$ cat src/rtl/irq_seq_pkg.sv
`timescale 1ns/1ps
package irq_seq_pkg;

    typedef enum logic [1:0] {
        SVC_NONE  = 2'd0,
        SVC_RESET = 2'd1,
        SVC_NMI   = 2'd2,
        SVC_IRQ   = 2'd3
    } svc_e;

    typedef enum logic [1:0] {
        OP_IDLE = 2'd0,
        OP_PUSH = 2'd1,
        OP_VLO  = 2'd2,
        OP_VHI  = 2'd3
    } memop_e;

    localparam int          ENTRY_CYCLES = 7;
    localparam int          STEP_W       = $clog2(ENTRY_CYCLES);
    localparam int          FLAG_I       = 2;
    localparam int          FLAG_B       = 4;
    localparam int          FLAG_U       = 5;
    localparam logic [7:0]  STACK_PAGE   = 8'h01;
    localparam logic [7:0]  STATUS_AT_RST = 8'h04;
    localparam logic [15:0] VEC_NMI      = 16'hFFFA;
    localparam logic [15:0] VEC_RESET    = 16'hFFFC;
    localparam logic [15:0] VEC_IRQ      = 16'hFFFE;

    typedef struct packed {
        logic              busy;
        logic [STEP_W-1:0] step;
        svc_e              kind;
        logic [15:0]       pc;
        logic [7:0]        st;
        logic [7:0]        sp;
        logic              jam;
        logic              nmi_pend;
        logic              i_before;
    } seq_state_t;

    function automatic logic [15:0] vector_of(input svc_e k);
        case (k)
            SVC_NMI: return VEC_NMI;
            SVC_IRQ: return VEC_IRQ;
            default: return VEC_RESET;
        endcase
    endfunction

endpackage

$ cat src/rtl/irq_src_mask.sv
`timescale 1ns/1ps
module irq_src_mask #(
    parameter int SOURCES = 4
) (
    input  logic               clk,
    input  logic               rst_n,
    input  logic [SOURCES-1:0] set_i,
    input  logic [SOURCES-1:0] clr_i,
    output logic [SOURCES-1:0] bits_o,
    output logic               any_o
);
    logic [SOURCES-1:0] bits_d, bits_q;

    always_comb begin
        bits_d = (bits_q & ~clr_i) | set_i;
    end

    always_ff @(posedge clk) begin
        if (!rst_n) bits_q <= '0;
        else        bits_q <= bits_d;
    end

    assign bits_o = bits_q;
    assign any_o  = |bits_q;

    for (genvar g = 0; g < SOURCES; g++) begin : g_src_chk

        src_release_chk: assert property (@(posedge clk) disable iff (!rst_n)
            (clr_i[g] && !set_i[g]) |=> !bits_o[g]);

        src_hold_chk: assert property (@(posedge clk) disable iff (!rst_n)
            (bits_o[g] && !clr_i[g]) |=> bits_o[g]);
    end
endmodule

$ cat src/rtl/irq_pick.sv
`timescale 1ns/1ps
module irq_pick
    import irq_seq_pkg::*;
(
    input  logic boundary_i,
    input  logic busy_i,
    input  logic jammed_i,
    input  logic nmi_pend_i,
    input  logic irq_any_i,
    input  logic i_before_i,
    output logic take_o,
    output svc_e pick_o,
    output logic idle_o
);
    logic open_w, want_nmi, want_irq;

    always_comb begin
        open_w   = boundary_i && !busy_i;
        want_nmi = open_w && !jammed_i && nmi_pend_i;
        want_irq = open_w && !jammed_i && !nmi_pend_i && irq_any_i && !i_before_i;
        take_o   = want_nmi || want_irq;
        idle_o   = open_w && !take_o;
        if (want_nmi)      pick_o = SVC_NMI;
        else if (want_irq) pick_o = SVC_IRQ;
        else               pick_o = SVC_NONE;
    end
endmodule

$ cat src/rtl/irq_step_plan.sv
`timescale 1ns/1ps
module irq_step_plan
    import irq_seq_pkg::*;
#(
    parameter int CYCLES = ENTRY_CYCLES,
    parameter int SW     = STEP_W
) (
    input  logic          busy_i,
    input  logic [SW-1:0] step_i,
    input  svc_e          kind_i,
    output memop_e        op_o,
    output logic [1:0]    slot_o
);
    localparam int PUSH_FIRST = CYCLES - 5;
    localparam logic [SW-1:0] STEP_VHI = SW'(CYCLES - 1);
    localparam logic [SW-1:0] STEP_VLO = SW'(CYCLES - 2);
    localparam logic [SW-1:0] STEP_P0  = SW'(PUSH_FIRST);

    logic [SW-1:0] rel;

    always_comb begin
        op_o   = OP_IDLE;
        slot_o = 2'd0;
        rel    = step_i - STEP_P0;
        if (busy_i) begin
            if (step_i == STEP_VHI)      op_o = OP_VHI;
            else if (step_i == STEP_VLO) op_o = OP_VLO;
            else if (step_i >= STEP_P0 && kind_i != SVC_RESET) begin
                op_o   = OP_PUSH;
                slot_o = rel[1:0];
            end
        end
    end
endmodule

$ cat src/rtl/irq_entry_seq.sv
`timescale 1ns/1ps
module irq_entry_seq
    import irq_seq_pkg::*;
#(
    parameter int IRQ_SOURCES = 4
) (
    input  logic                   clk,
    input  logic                   rst_n,
    input  logic                   insn_boundary,
    input  logic [15:0]            pc_in,
    input  logic [7:0]             status_in,
    input  logic [7:0]             sp_in,
    input  logic [IRQ_SOURCES-1:0] irq_set,
    input  logic [IRQ_SOURCES-1:0] irq_clr,
    input  logic                   nmi_req,
    input  logic                   jam_strobe,
    input  logic [7:0]             mem_rdata,
    output logic                   mem_rd,
    output logic                   mem_wr,
    output logic [15:0]            mem_addr,
    output logic [7:0]             mem_wdata,
    output logic [15:0]            pc_out,
    output logic [7:0]             status_out,
    output logic [7:0]             sp_out,
    output logic                   busy,
    output logic                   irq_pending
);
    localparam logic [STEP_W-1:0] LAST_STEP = STEP_W'(ENTRY_CYCLES - 1);
    localparam logic [7:0] B_MASK = 8'(1 << FLAG_B);
    localparam logic [7:0] U_MASK = 8'(1 << FLAG_U);
    localparam logic [7:0] I_MASK = 8'(1 << FLAG_I);

    seq_state_t q, d;

    logic [IRQ_SOURCES-1:0] src_bits;
    logic                   irq_any;
    logic                   take, idle_bnd;
    svc_e                   pick;
    memop_e                 op;
    logic [1:0]             slot;

    irq_src_mask #(.SOURCES(IRQ_SOURCES)) u_src (
        .clk    (clk),
        .rst_n  (rst_n),
        .set_i  (irq_set),
        .clr_i  (irq_clr),
        .bits_o (src_bits),
        .any_o  (irq_any)
    );

    irq_pick u_pick (
        .boundary_i (insn_boundary),
        .busy_i     (q.busy),
        .jammed_i   (q.jam),
        .nmi_pend_i (q.nmi_pend),
        .irq_any_i  (irq_any),
        .i_before_i (q.i_before),
        .take_o     (take),
        .pick_o     (pick),
        .idle_o     (idle_bnd)
    );

    irq_step_plan #(.CYCLES(ENTRY_CYCLES), .SW(STEP_W)) u_plan (
        .busy_i (q.busy),
        .step_i (q.step),
        .kind_i (q.kind),
        .op_o   (op),
        .slot_o (slot)
    );

    always_comb begin
        d          = q;
        d.jam      = q.jam | jam_strobe;
        d.nmi_pend = nmi_req | (q.nmi_pend & !(take && pick == SVC_NMI));

        if (idle_bnd) d.i_before = status_in[FLAG_I];

        if (take) begin
            d.busy = 1'b1;
            d.step = '0;
            d.kind = pick;
            d.pc   = pc_in;
            d.st   = status_in & ~B_MASK;
            d.sp   = sp_in;
        end else if (q.busy) begin
            d.step = q.step + 1'b1;
            case (op)
                OP_PUSH: d.sp = q.sp - 8'd1;
                OP_VLO:  d.pc[7:0] = mem_rdata;
                OP_VHI: begin
                    d.pc[15:8] = mem_rdata;
                    d.busy     = 1'b0;
                    d.step     = '0;
                    if (q.kind == SVC_IRQ) d.st = q.st | I_MASK;
                    d.i_before = (q.kind == SVC_IRQ) ? 1'b1 : q.st[FLAG_I];
                end
                default: ;
            endcase
        end
    end

    always_ff @(posedge clk) begin
        if (!rst_n) begin
            q.busy     <= 1'b1;
            q.step     <= '0;
            q.kind     <= SVC_RESET;
            q.pc       <= '0;
            q.st       <= STATUS_AT_RST;
            q.sp       <= '0;
            q.jam      <= 1'b0;
            q.nmi_pend <= 1'b0;
            q.i_before <= 1'b1;
        end else begin
            q <= d;
        end
    end

    always_comb begin
        mem_rd    = (op == OP_VLO) || (op == OP_VHI);
        mem_wr    = (op == OP_PUSH);
        mem_addr  = '0;
        mem_wdata = '0;
        case (op)
            OP_PUSH: begin
                mem_addr = {STACK_PAGE, q.sp};
                case (slot)
                    2'd0:    mem_wdata = q.pc[15:8];
                    2'd1:    mem_wdata = q.pc[7:0];
                    default: mem_wdata = q.st | U_MASK;
                endcase
            end
            OP_VLO:  mem_addr = vector_of(q.kind);
            OP_VHI:  mem_addr = vector_of(q.kind) | 16'h0001;
            default: ;
        endcase
    end

    assign pc_out      = q.pc;
    assign status_out  = q.st;
    assign sp_out      = q.sp;
    assign busy        = q.busy;
    assign irq_pending = irq_any;


    rw_exclusive_chk: assert property (@(posedge clk) disable iff (!rst_n)
        !(mem_rd && mem_wr));

    step_bound_chk: assert property (@(posedge clk) disable iff (!rst_n)
        busy |-> (q.step <= LAST_STEP));

    push_page_chk: assert property (@(posedge clk) disable iff (!rst_n)
        mem_wr |-> (mem_addr[15:8] == STACK_PAGE));

    sp_descend_chk: assert property (@(posedge clk) disable iff (!rst_n)
        mem_wr |=> (sp_out == $past(sp_out) - 8'd1));

    end_on_vector_chk: assert property (@(posedge clk) disable iff (!rst_n)
        $fell(busy) |-> ($past(mem_rd) && $past(mem_addr[0])));

    nmi_first_chk: assert property (@(posedge clk) disable iff (!rst_n)
        ($rose(busy) && $past(q.nmi_pend)) |-> (q.kind == SVC_NMI));

    irq_mask_chk: assert property (@(posedge clk) disable iff (!rst_n)
        ($rose(busy) && q.kind == SVC_IRQ) |-> !$past(q.i_before));

    jam_hold_chk: assert property (@(posedge clk) disable iff (!rst_n)
        (q.jam && !busy) |=> !busy);
endmodule

$ cat config.mk
export PLATFORM = sky130hd
export DESIGN_NAME = irq_entry_seq
export DESIGN_NICKNAME = d
export VERILOG_FILES = /design/src/rtl/irq_seq_pkg.sv /design/src/rtl/irq_src_mask.sv /design/src/rtl/irq_pick.sv /design/src/rtl/irq_step_plan.sv /design/src/rtl/irq_entry_seq.sv
export SDC_FILE = /design/constraint.sdc
export NUM_CORES = 1
export LEC_CHECK = 0
export ABC_CLOCK_PERIOD_IN_PS = 4900
export BUFFER_PORTS_ARGS = -buffer_cell sky130_fd_sc_hd__buf_4
export CORE_MARGIN = 4
export CORE_UTILIZATION = 52
export CTS_CLUSTER_DIAMETER = 50
export DETAILED_ROUTE_END_ITERATION = 7
export PLACE_DENSITY = 0.93
export SLEW_MARGIN = 20
export SYNTH_ARGS = -nofsm -noshare
export SYNTH_HDL_FRONTEND = slang
export SYNTH_SLANG_ARGS = --single-unit
$ cat constraint.sdc
create_clock -name clk -period 4.9 [get_ports clk]
set_clock_uncertainty 0.15 [all_clocks]
set_input_delay 0 -clock clk [delete_from_list [all_inputs] [get_ports clk]]
set_output_delay 0 -clock clk [all_outputs]
set_load 0.05 [all_outputs]
Yosys cells after proc, flatten, opt, wreduce, memory -nomap -nowiden
Index checks and enable logic that the tools add are counted.

word-level totals
  register bits after elaboration = 44
  bits of input ports = 53
  output and inout bits = 60
  word-level logic and storage cells = 90

cells by class
  $add $sub $neg = 3
  $lt $le $gt $ge = 1
  equality and inequality tests = 10
  multiplexer cells = 28
  bitwise operators = 7
  reduce and logical (&&, ||, !) cells = 29

operators by type and width
  cell                   count
  $mux W32               2
  $pmux W16 S3           1
  $mux W8                4
  $mux W2                9
  $pmux W8 S2            1
  $eq A2 B2 Y1 const B   5
  $reduce_bool A2 Y1     5
  $logic_and A1 B1 Y1    9
  $mux W4                2
  $sub A8 B1 Y8 const B  1
  $eq A3 B3 Y1 const B   2
  $logic_not A1 Y1       6
  $mux W1                6
  $mux W3                2
  $pmux W3 S2            1
  $reduce_and A2 Y1      3
  $and A4 B4 Y4          1
  $eq A2 B1 Y1 const B   2
  $not A4 Y4             1
  $or A4 B4 Y4           1
  $reduce_or A4 Y1       1
  $add A3 B1 Y3 const B  1
  $ge A3 B2 Y1 const B   1
  $reduce_and A3 Y1      1
  8 further kinds        10

Logic depth before layout (Yosys ltp)
Gate-level depths: netlist of the first run.

  depth in word-level cells = 13
  mapped depth = 9

Hierarchy
From an unflattened synthesis of the first run, not the netlist that was laid out.

second synthesis, totals
  cell total of the unflattened synthesis = 307
  area, all modules = 2622.5 sq um

by module, submodules not included
  module         instances  cells an instance  area each (sq um)
  irq_entry_seq  1          274                2336.0
  irq_src_mask   1          13                 142.6
  irq_pick       1          9                  82.6
  irq_step_plan  1          11                 61.3

Least setup slack after synthesis of the first run
No wires, ideal clock.

  path kind = register -> output
  from = register q[37] (netlist name)
  to = output mem_wdata[0]
  arrival = 2.973 ns
  data required time = 4.750 ns
  slack = 1.777 ns
  cell stages (with the launch flop) = 9
  cells stage by stage = dfxtp_1 -> clkbuf_1 -> inv_1 -> ha_1 -> buf_2 -> o21ai_1 -> nand4b_2 -> clkbuf_1 -> a211oi_1

on the way
  word-level cells in the longest chain between the ends = 9
  elaborated cells on any way between the ends = 18
  those cells by class = 1 x add/sub; 1 x order compare; 4 x eq/ne; 10 x mux; 2 x reduce/logical

ends and longest elaborated chain
  what                                              line                  text
  from (decl)                                       irq_entry_seq.sv:33   seq_state_t q, d;
  $ge A3 B2 Y1                                      irq_step_plan.sv:28   else if (step_i >= STEP_P0 && kind_i != SVC_RESET) begin
  $logic_and A1 B1 Y1                               irq_step_plan.sv:28
  $mux W2                                           irq_step_plan.sv:28
  $mux W2                                           irq_step_plan.sv:27   else if (step_i == STEP_VLO) op_o = OP_VLO;
  $mux W2                                           irq_step_plan.sv:26   if (step_i == STEP_VHI) op_o = OP_VHI;
  $mux W2                                           irq_step_plan.sv:25   if (busy_i) begin
  $eq A2 B1 Y1 or $logic_not A2 Y1 (tied branches)  irq_entry_seq.sv:126  case (slot)
  $pmux W8 S2                                       irq_entry_seq.sv:126
  $mux W8 (*)                                       irq_entry_seq.sv:123  case (op)
  to (decl)                                         irq_entry_seq.sv:21   output logic [7:0] mem_wdata,

Mark *: on every way between the ends. The rest lies on a longest branch, timed or not.

Final worst setup path of the first run
  from = register q[37] (netlist name)
  to = register q (netlist bit pc_out[6])

on the way
  word-level cells in the longest chain between the ends = 9
  elaborated cells on any way between the ends = 11
  those cells by class = 1 x order compare; 3 x eq/ne; 4 x mux; 3 x reduce/logical

ends and longest elaborated chain
  what                              line                 text
  $ge A3 B2 Y1                      irq_step_plan.sv:28
  $logic_and A1 B1 Y1               irq_step_plan.sv:28
  $mux W1                           irq_step_plan.sv:28
  $mux W2                           irq_step_plan.sv:27
  $mux W2 (*)                       irq_step_plan.sv:26
  $mux W2 (*)                       irq_step_plan.sv:25
  $eq A2 B2 Y1 (*)                  irq_entry_seq.sv:87  case (op)
  $reduce_bool A2 Y1 (no line) (*)  -
  $reduce_and A2 Y1 (no line) (*)   -

Marks and branches as above.
A chain may end at the register's enable or synchronous reset.

==> metrics.yaml, run 1 <==
outcome: "completed"
synth_area_leaders: "dfxtp_1, buf_4, mux2i_1"
clock_sinks: 44
htreeDepth: 2
power.leakage_nw: 1.83
ff2ff_setup_slack_ns: 1.43
wl_per_cell_um: 21.0
fin_hold_ws_ns: 0.118
rows: 25
arrival_ns: 3.53
ys_ff_latch: 44
drv_slew: 0
ys_top_cells_by_count: "dfxtp_1, buf_4, nor2_1"
place_congestion: 0.790
crit_cells: 6
fp.dieW_um: 79.7
grt_use_met2_pct: 58.6
clockBufferDepth: 2
syn_nets: 376
placedCellCount: 438
synth.most_common_cell: "dfxtp_1"
use_met3_pct: 7.67
synth_top_area_cell: "dfxtp_1"
drive_gt1_share_pct: 32.3
grt-ovfl-total: 0
synthFlopType: "dfxtp_1"
final-instance-count-excl-fill: 506
peakVddDrop_uv: 193
clk_pin_slew_ns: 0.10
synth_area_um2: 2670
min_path_type: "in2reg"
postRouteWirelength_um: 10600
numPortBuffers: 110
min_period_over_period_pct: 70.8
worst_slew_pin_slew_ns: 1.09
hpwlAfterDp_um: 4980
vias: 3078
worstHoldStart: "insn_boundary"
ioPinCount: 113
yosysSeqAreaShare_pct: 33.0
dieHeight_um: 79.7
maxCapViolCount: 0
critPathBufInv: 2
nets: 493
grt_util_met1_pct: 30.0
syn_inst: 319
worstPathMaxFanout: 13
groute.usage.overall_pct: 31.9
nFillCells: 246
core_um2: 4850
synthDistinctLibCells: 47
crit_type: "reg2reg"
grt_pass1_wl_um: 15500
yosys.area.top_type_share_pct: 33.0
required_ns: 4.96
async_reset_ff_share_pct: 0
drtIter0Drc: 347
critical_path.startpoint: "q[37]"
die_area_um2: 6350
setup_viol: 0
antenna_found_initial: 1
root_buffer: "clkbuf_8"
power_density_nw_per_um2: 206
dr.pass1.iters: 7
period_minus_slack_ns: 3.47
setup-tns-final_ns: 0
hold_viol: 0
cts_resized: 0
top_usage_layer: "met2"
worstPathCellList: "inv_1 -> ha_1 -> nand4b_1 -> mux2i_1 -> a211oi_2 -> dlygate4sd3_1"
critPathMaxStageDelay_ns: 0.78
relSlewSlack_pct: 27.0
critPathLaunchType: "register"
routed_via_density: 6.08
fin_util_pct: 79.9
cp-end-kind: "register"
grt_pass1_vias: 3154
fmax_mhz: 288
clk_latency_ns: 0.31
slowest_stage: "dfxtp_1"
route.detailed.drc: 0
syn2layout_area_growth_pct: 45.0
reg2reg_to: "pc_out[6]"
synth_edf_count: 0
initial_utilization_pct: 55.1
grt_setup_unrepaired: "false"
avgSynthCellArea_um2: 8.37
cp_top_family: "flip-flops"
detail-route-antenna-nets: 0
cp-endpoint: "pc_out[6]"
grt_max_degree: 55
cts_buffers: 5
ff2ff_path_depth: 6
r2r_start: "q[37]"
synth_warnings: 0
cts_tree: "built"
-- layer usage --
metal	share of wire, %	vias to the layer above
met5	0	-
met4	7.9	0
met3	8.7	88
met2	50	264
met1	33	1425
li1	-	1301
-- power by group --
group | internal [mW] | switching [mW] | leakage, nW | total (mW)
sequential | 0.366 | 0.0186 | 0.357 | 0.384
clock | 0.115 | 0.133 | 0.0445 | 0.248
combinational | 0.0803 | 0.0840 | 1.42 | 0.164
total | 0.561 | 0.235 | 1.83 | 0.796
-- tightest hold or removal path: stages --
cell and delay, ns:
buf_4 0.12, nand4bb_1 0.19, o21ai_0 0.14, nand2_1 0.08
-- flip-flops by register name, summed over array words and instances, names as in the netlist --
register,count
busy,1
pc_out,16
q,8
sp_out,8
status_out,7
u_src.bits_o,4
-- layout make-up --
type	instances	area (um^2)	share of cell area, %
clock inverters	1	7.51	0.194
clock buffers	7	86.3	2.23
well taps	67	83.8	2.16
flip-flops and latches	44	881	22.7
repair buffers	169	1410	36.5
diodes	2	5.00	0.129
multi-input cells	201	1340	34.6
inverters	15	56.3	1.45
-- cell usage in the layout, fill, tap and decap left out, types with 2 or more instances in the layout --
cell type        n
buf_4          111
dlygate4sd3_1   58
dfxtp_1         44
nor2_1          36
nand2_1         33
mux2i_1         26
a21oi_1         18
a211oi_2        16
inv_1           14
o21ai_0         10
o21ai_1          8
a211oi_1         7
clkbuf_8         6
nor3_1           4
a31oi_1          4
or3_1            4
ha_1             4
diode_2          2
nor2b_1          2
nand3_1          2
o311ai_1         2
or4_1            2
-- what timing repair did --
action                                 4_1_cts  5_1_grt
endpoints found under the hold margin       42        0
buffers inserted                             0        0
hold buffers                                58        0
-- how the worst min path moves through the flow --
| stage | to | slack, ns | cells past startpoint |
|---|---|---|---|
| after floorplan | q[2] | -0.03 | 2 |
| after global placement | q[2] | 0.05 | 3 |
| after detailed placement | u_src.bits_o[3] | 0.07 | 3 |
| after CTS | q[35] | 0.007 | 4 |
| after global routing | q[35] | 0.17 | 4 |
| final | q[35] | 0.12 | 4 |
-- logic make-up after synthesis --
kind of cell | Yosys count | synth area share (%)
compound gates | 72 | 20.1
xor+xnor | 1 | 0.328
fa+ha+maj | 4 | 1.87
buf+inv | 74 | 17.2
flops | 44 | 33.0
mux | 27 | 10.2
other cells | 1 | 0.140
simple gates | 96 | 17.1
-- per-stage QoR --
step           power [mW]  setup slack, ns  area [um^2]
6_report            0.796             1.43         3870
4_1_cts             0.771             1.66         3860
3_5_place_dp        0.510             2.10         3190
3_3_place_gp        0.506             2.18         3190
2_1_floorplan       0.463             1.78         2670
5_1_grt             0.814             1.33         3870
No activity file was read; power rests on OpenSTA's default activity.
==> run 2, diff against run 1 <==
--- a/config.mk
+++ b/config.mk
@@ -5,13 +5,13 @@
 export SDC_FILE = /design/constraint.sdc
 export NUM_CORES = 1
 export LEC_CHECK = 0
-export ABC_CLOCK_PERIOD_IN_PS = 4900
+export ABC_CLOCK_PERIOD_IN_PS = 3200
 export BUFFER_PORTS_ARGS = -buffer_cell sky130_fd_sc_hd__buf_4
 export CORE_MARGIN = 4
-export CORE_UTILIZATION = 52
+export CORE_UTILIZATION = 48
 export CTS_CLUSTER_DIAMETER = 50
 export DETAILED_ROUTE_END_ITERATION = 7
-export PLACE_DENSITY = 0.93
+export PLACE_DENSITY = 0.87
 export SLEW_MARGIN = 20
 export SYNTH_ARGS = -nofsm -noshare
 export SYNTH_HDL_FRONTEND = slang
==> constraint.sdc (replaced) <==
create_clock -name clk -period 3.2 [get_ports clk]
set_clock_uncertainty 0.15 [all_clocks]
set_input_delay 0 -clock clk [delete_from_list [all_inputs] [get_ports clk]]
set_output_delay 0 -clock clk [all_outputs]
set_load 0.05 [all_outputs]
==> run 2 against run 1 <==
Effect of this change:
- clock power rose by 56%
- critical path depth rose by 1
- flip-flop and latch count unchanged
- highest routed layer unchanged
- wire length shrank 18%
- critical path type unchanged
==> metrics.yaml, run 2 (synthesis results as in run 1) <==
clk_pin_slew_ns: 0.09
finalPower_mw: 1.22
slowest_stage: "dlygate4sd3_1"
ioPinCount: 113
worstHoldStart: "insn_boundary"
grt_setup_unrepaired: "false"
antenna_found_initial: 0
setup-tns-final_ns: 0
required_ns: 3.30
power_density_nw_per_um2: 309
largest_reg_flops: 16
fmax_mhz: 341
min_period_over_period_pct: 91.5
setup_viol: 0
htreeDepth: 2
critical_path.startpoint: "q[38]"
root_buffer: "clkbuf_8"
nFillCells: 312
grt_pass1_vias: 2886
route.detailed.drc: 0
groute.usage.overall_pct: 26.5
clockBufferDepth: 2
critPathLaunchType: "register"
fin_area_um2: 3950
min_path_type: "in2reg"
syn2layout_area_growth_pct: 47.7
detail-route-antenna-nets: 0
arrival_ns: 3.03
relSlewSlack_pct: 37.2
period_minus_slack_ns: 2.93
wl_per_cell_um: 16.9
outcome: "completed"
clock_sinks: 44
mostFrequentLayoutCells: "buf_4, dlygate4sd3_1, dfxtp_1"
placedCellCount: 446
cp-end-kind: "register"
numPortBuffers: 110
grt-ovfl-total: 0
nets: 500
peakVddDrop_uv: 364
core_um2: 5240
hold_viol: 0
maxCapViolCount: 0
dr.pass1.iters: 5
worstPathCellList: "ha_1 -> nor3_1 -> nand4b_4 -> inv_2 -> mux2_1 -> o21ai_1 -> dlygate4sd3_1"
place_area_um2: 3240
grt_pass1_wl_um: 13700
worstPathMaxFanout: 19
final-instance-count-excl-fill: 513
final_common_cell: "buf_4"
drtIter0Drc: 205
fp.dieW_um: 82.6
place_congestion: 0.826
die_area_um2: 6820
post_cts_buffers: 0
drive_gt1_share_pct: 33.0
cts_tree: "built"
vias: 2879
hpwlAfterDp_um: 5100
initial_utilization_pct: 51.0
routed_via_density: 5.61
rows: 26
drv_slew: 0
critPathMaxStageDelay_ns: 0.56
crit_type: "reg2reg"
postRouteWirelength_um: 8680
clk_latency_ns: 0.30
dieHeight_um: 82.6
worst_slew_pin_slew_ns: 0.940
power.leakage_nw: 1.87
fin_hold_ws_ns: 0.0252
antenna-diode-count: 0
cp_top_family: "buffers and inverters"
r2r_start: "q[38]"
cts_buffers: 5
grt_max_degree: 34
critPathBufInv: 2
==> run 2: routing by layer <==
layer,share of wire [%],vias to the layer above,global-route usage [%]
li1,-,1311,-
met1,35,1349,26.6
met2,52,167,47.9
met3,7.6,52,6.94
met4,5.6,0,17.2
met5,0,-,0
==> run 2: final cells by class <==
class                   count  area (um^2)  area share, %
clock buffers               7         96.3           2.44
inverters                  15         56.3           1.43
multi-input cells         201         1340           34.0
flip-flops and latches     44          881           22.3
well taps                  70         87.6           2.22
repair buffers            176         1480           37.6
==> run 2: final timing paths <==
path / cells after the start / slack [ns] / endpoint
worst min register to register: 2 / 0.31 / status_out[5]
worst max register to register: 7 / 0.27 / sp_out[1]
worst max-delay path: 7 / 0.27 / sp_out[1]
worst min-delay path: 4 / 0.03 / q[35]
==> run 2: power breakdown <==
group	switching [mW]	internal (mW)
clock	0.195	0.193
combinational	0.129	0.128
sequential	0.0161	0.560
total	0.341	0.880
==> run 2: stage by stage <==
step / worst slack [ns] / util (%)
after floorplan: 0.0768 / -
after global placement: 0.775 / 61.8
after detailed placement: 0.712 / 61.8
after CTS: 0.170 / 75.2
after global routing: 0.0904 / 75.3
final: 0.271 / 75.3
==> run 2: what timing repair did <==
item,in CTS,in global routing
gates resized for setup,0,1
endpoints found under the setup margin,0,1
hold buffers,60,0
hold endpoints to repair,42,0
==> run 2: worst register-to-register path, cell delays in order (launching register included) <==
cell and delay (ns):
dfxtp_1 0.55, ha_1 0.42, nor3_1 0.11, nand4b_4 0.36
inv_2 0.23, mux2_1 0.35, o21ai_1 0.15, dlygate4sd3_1 0.56
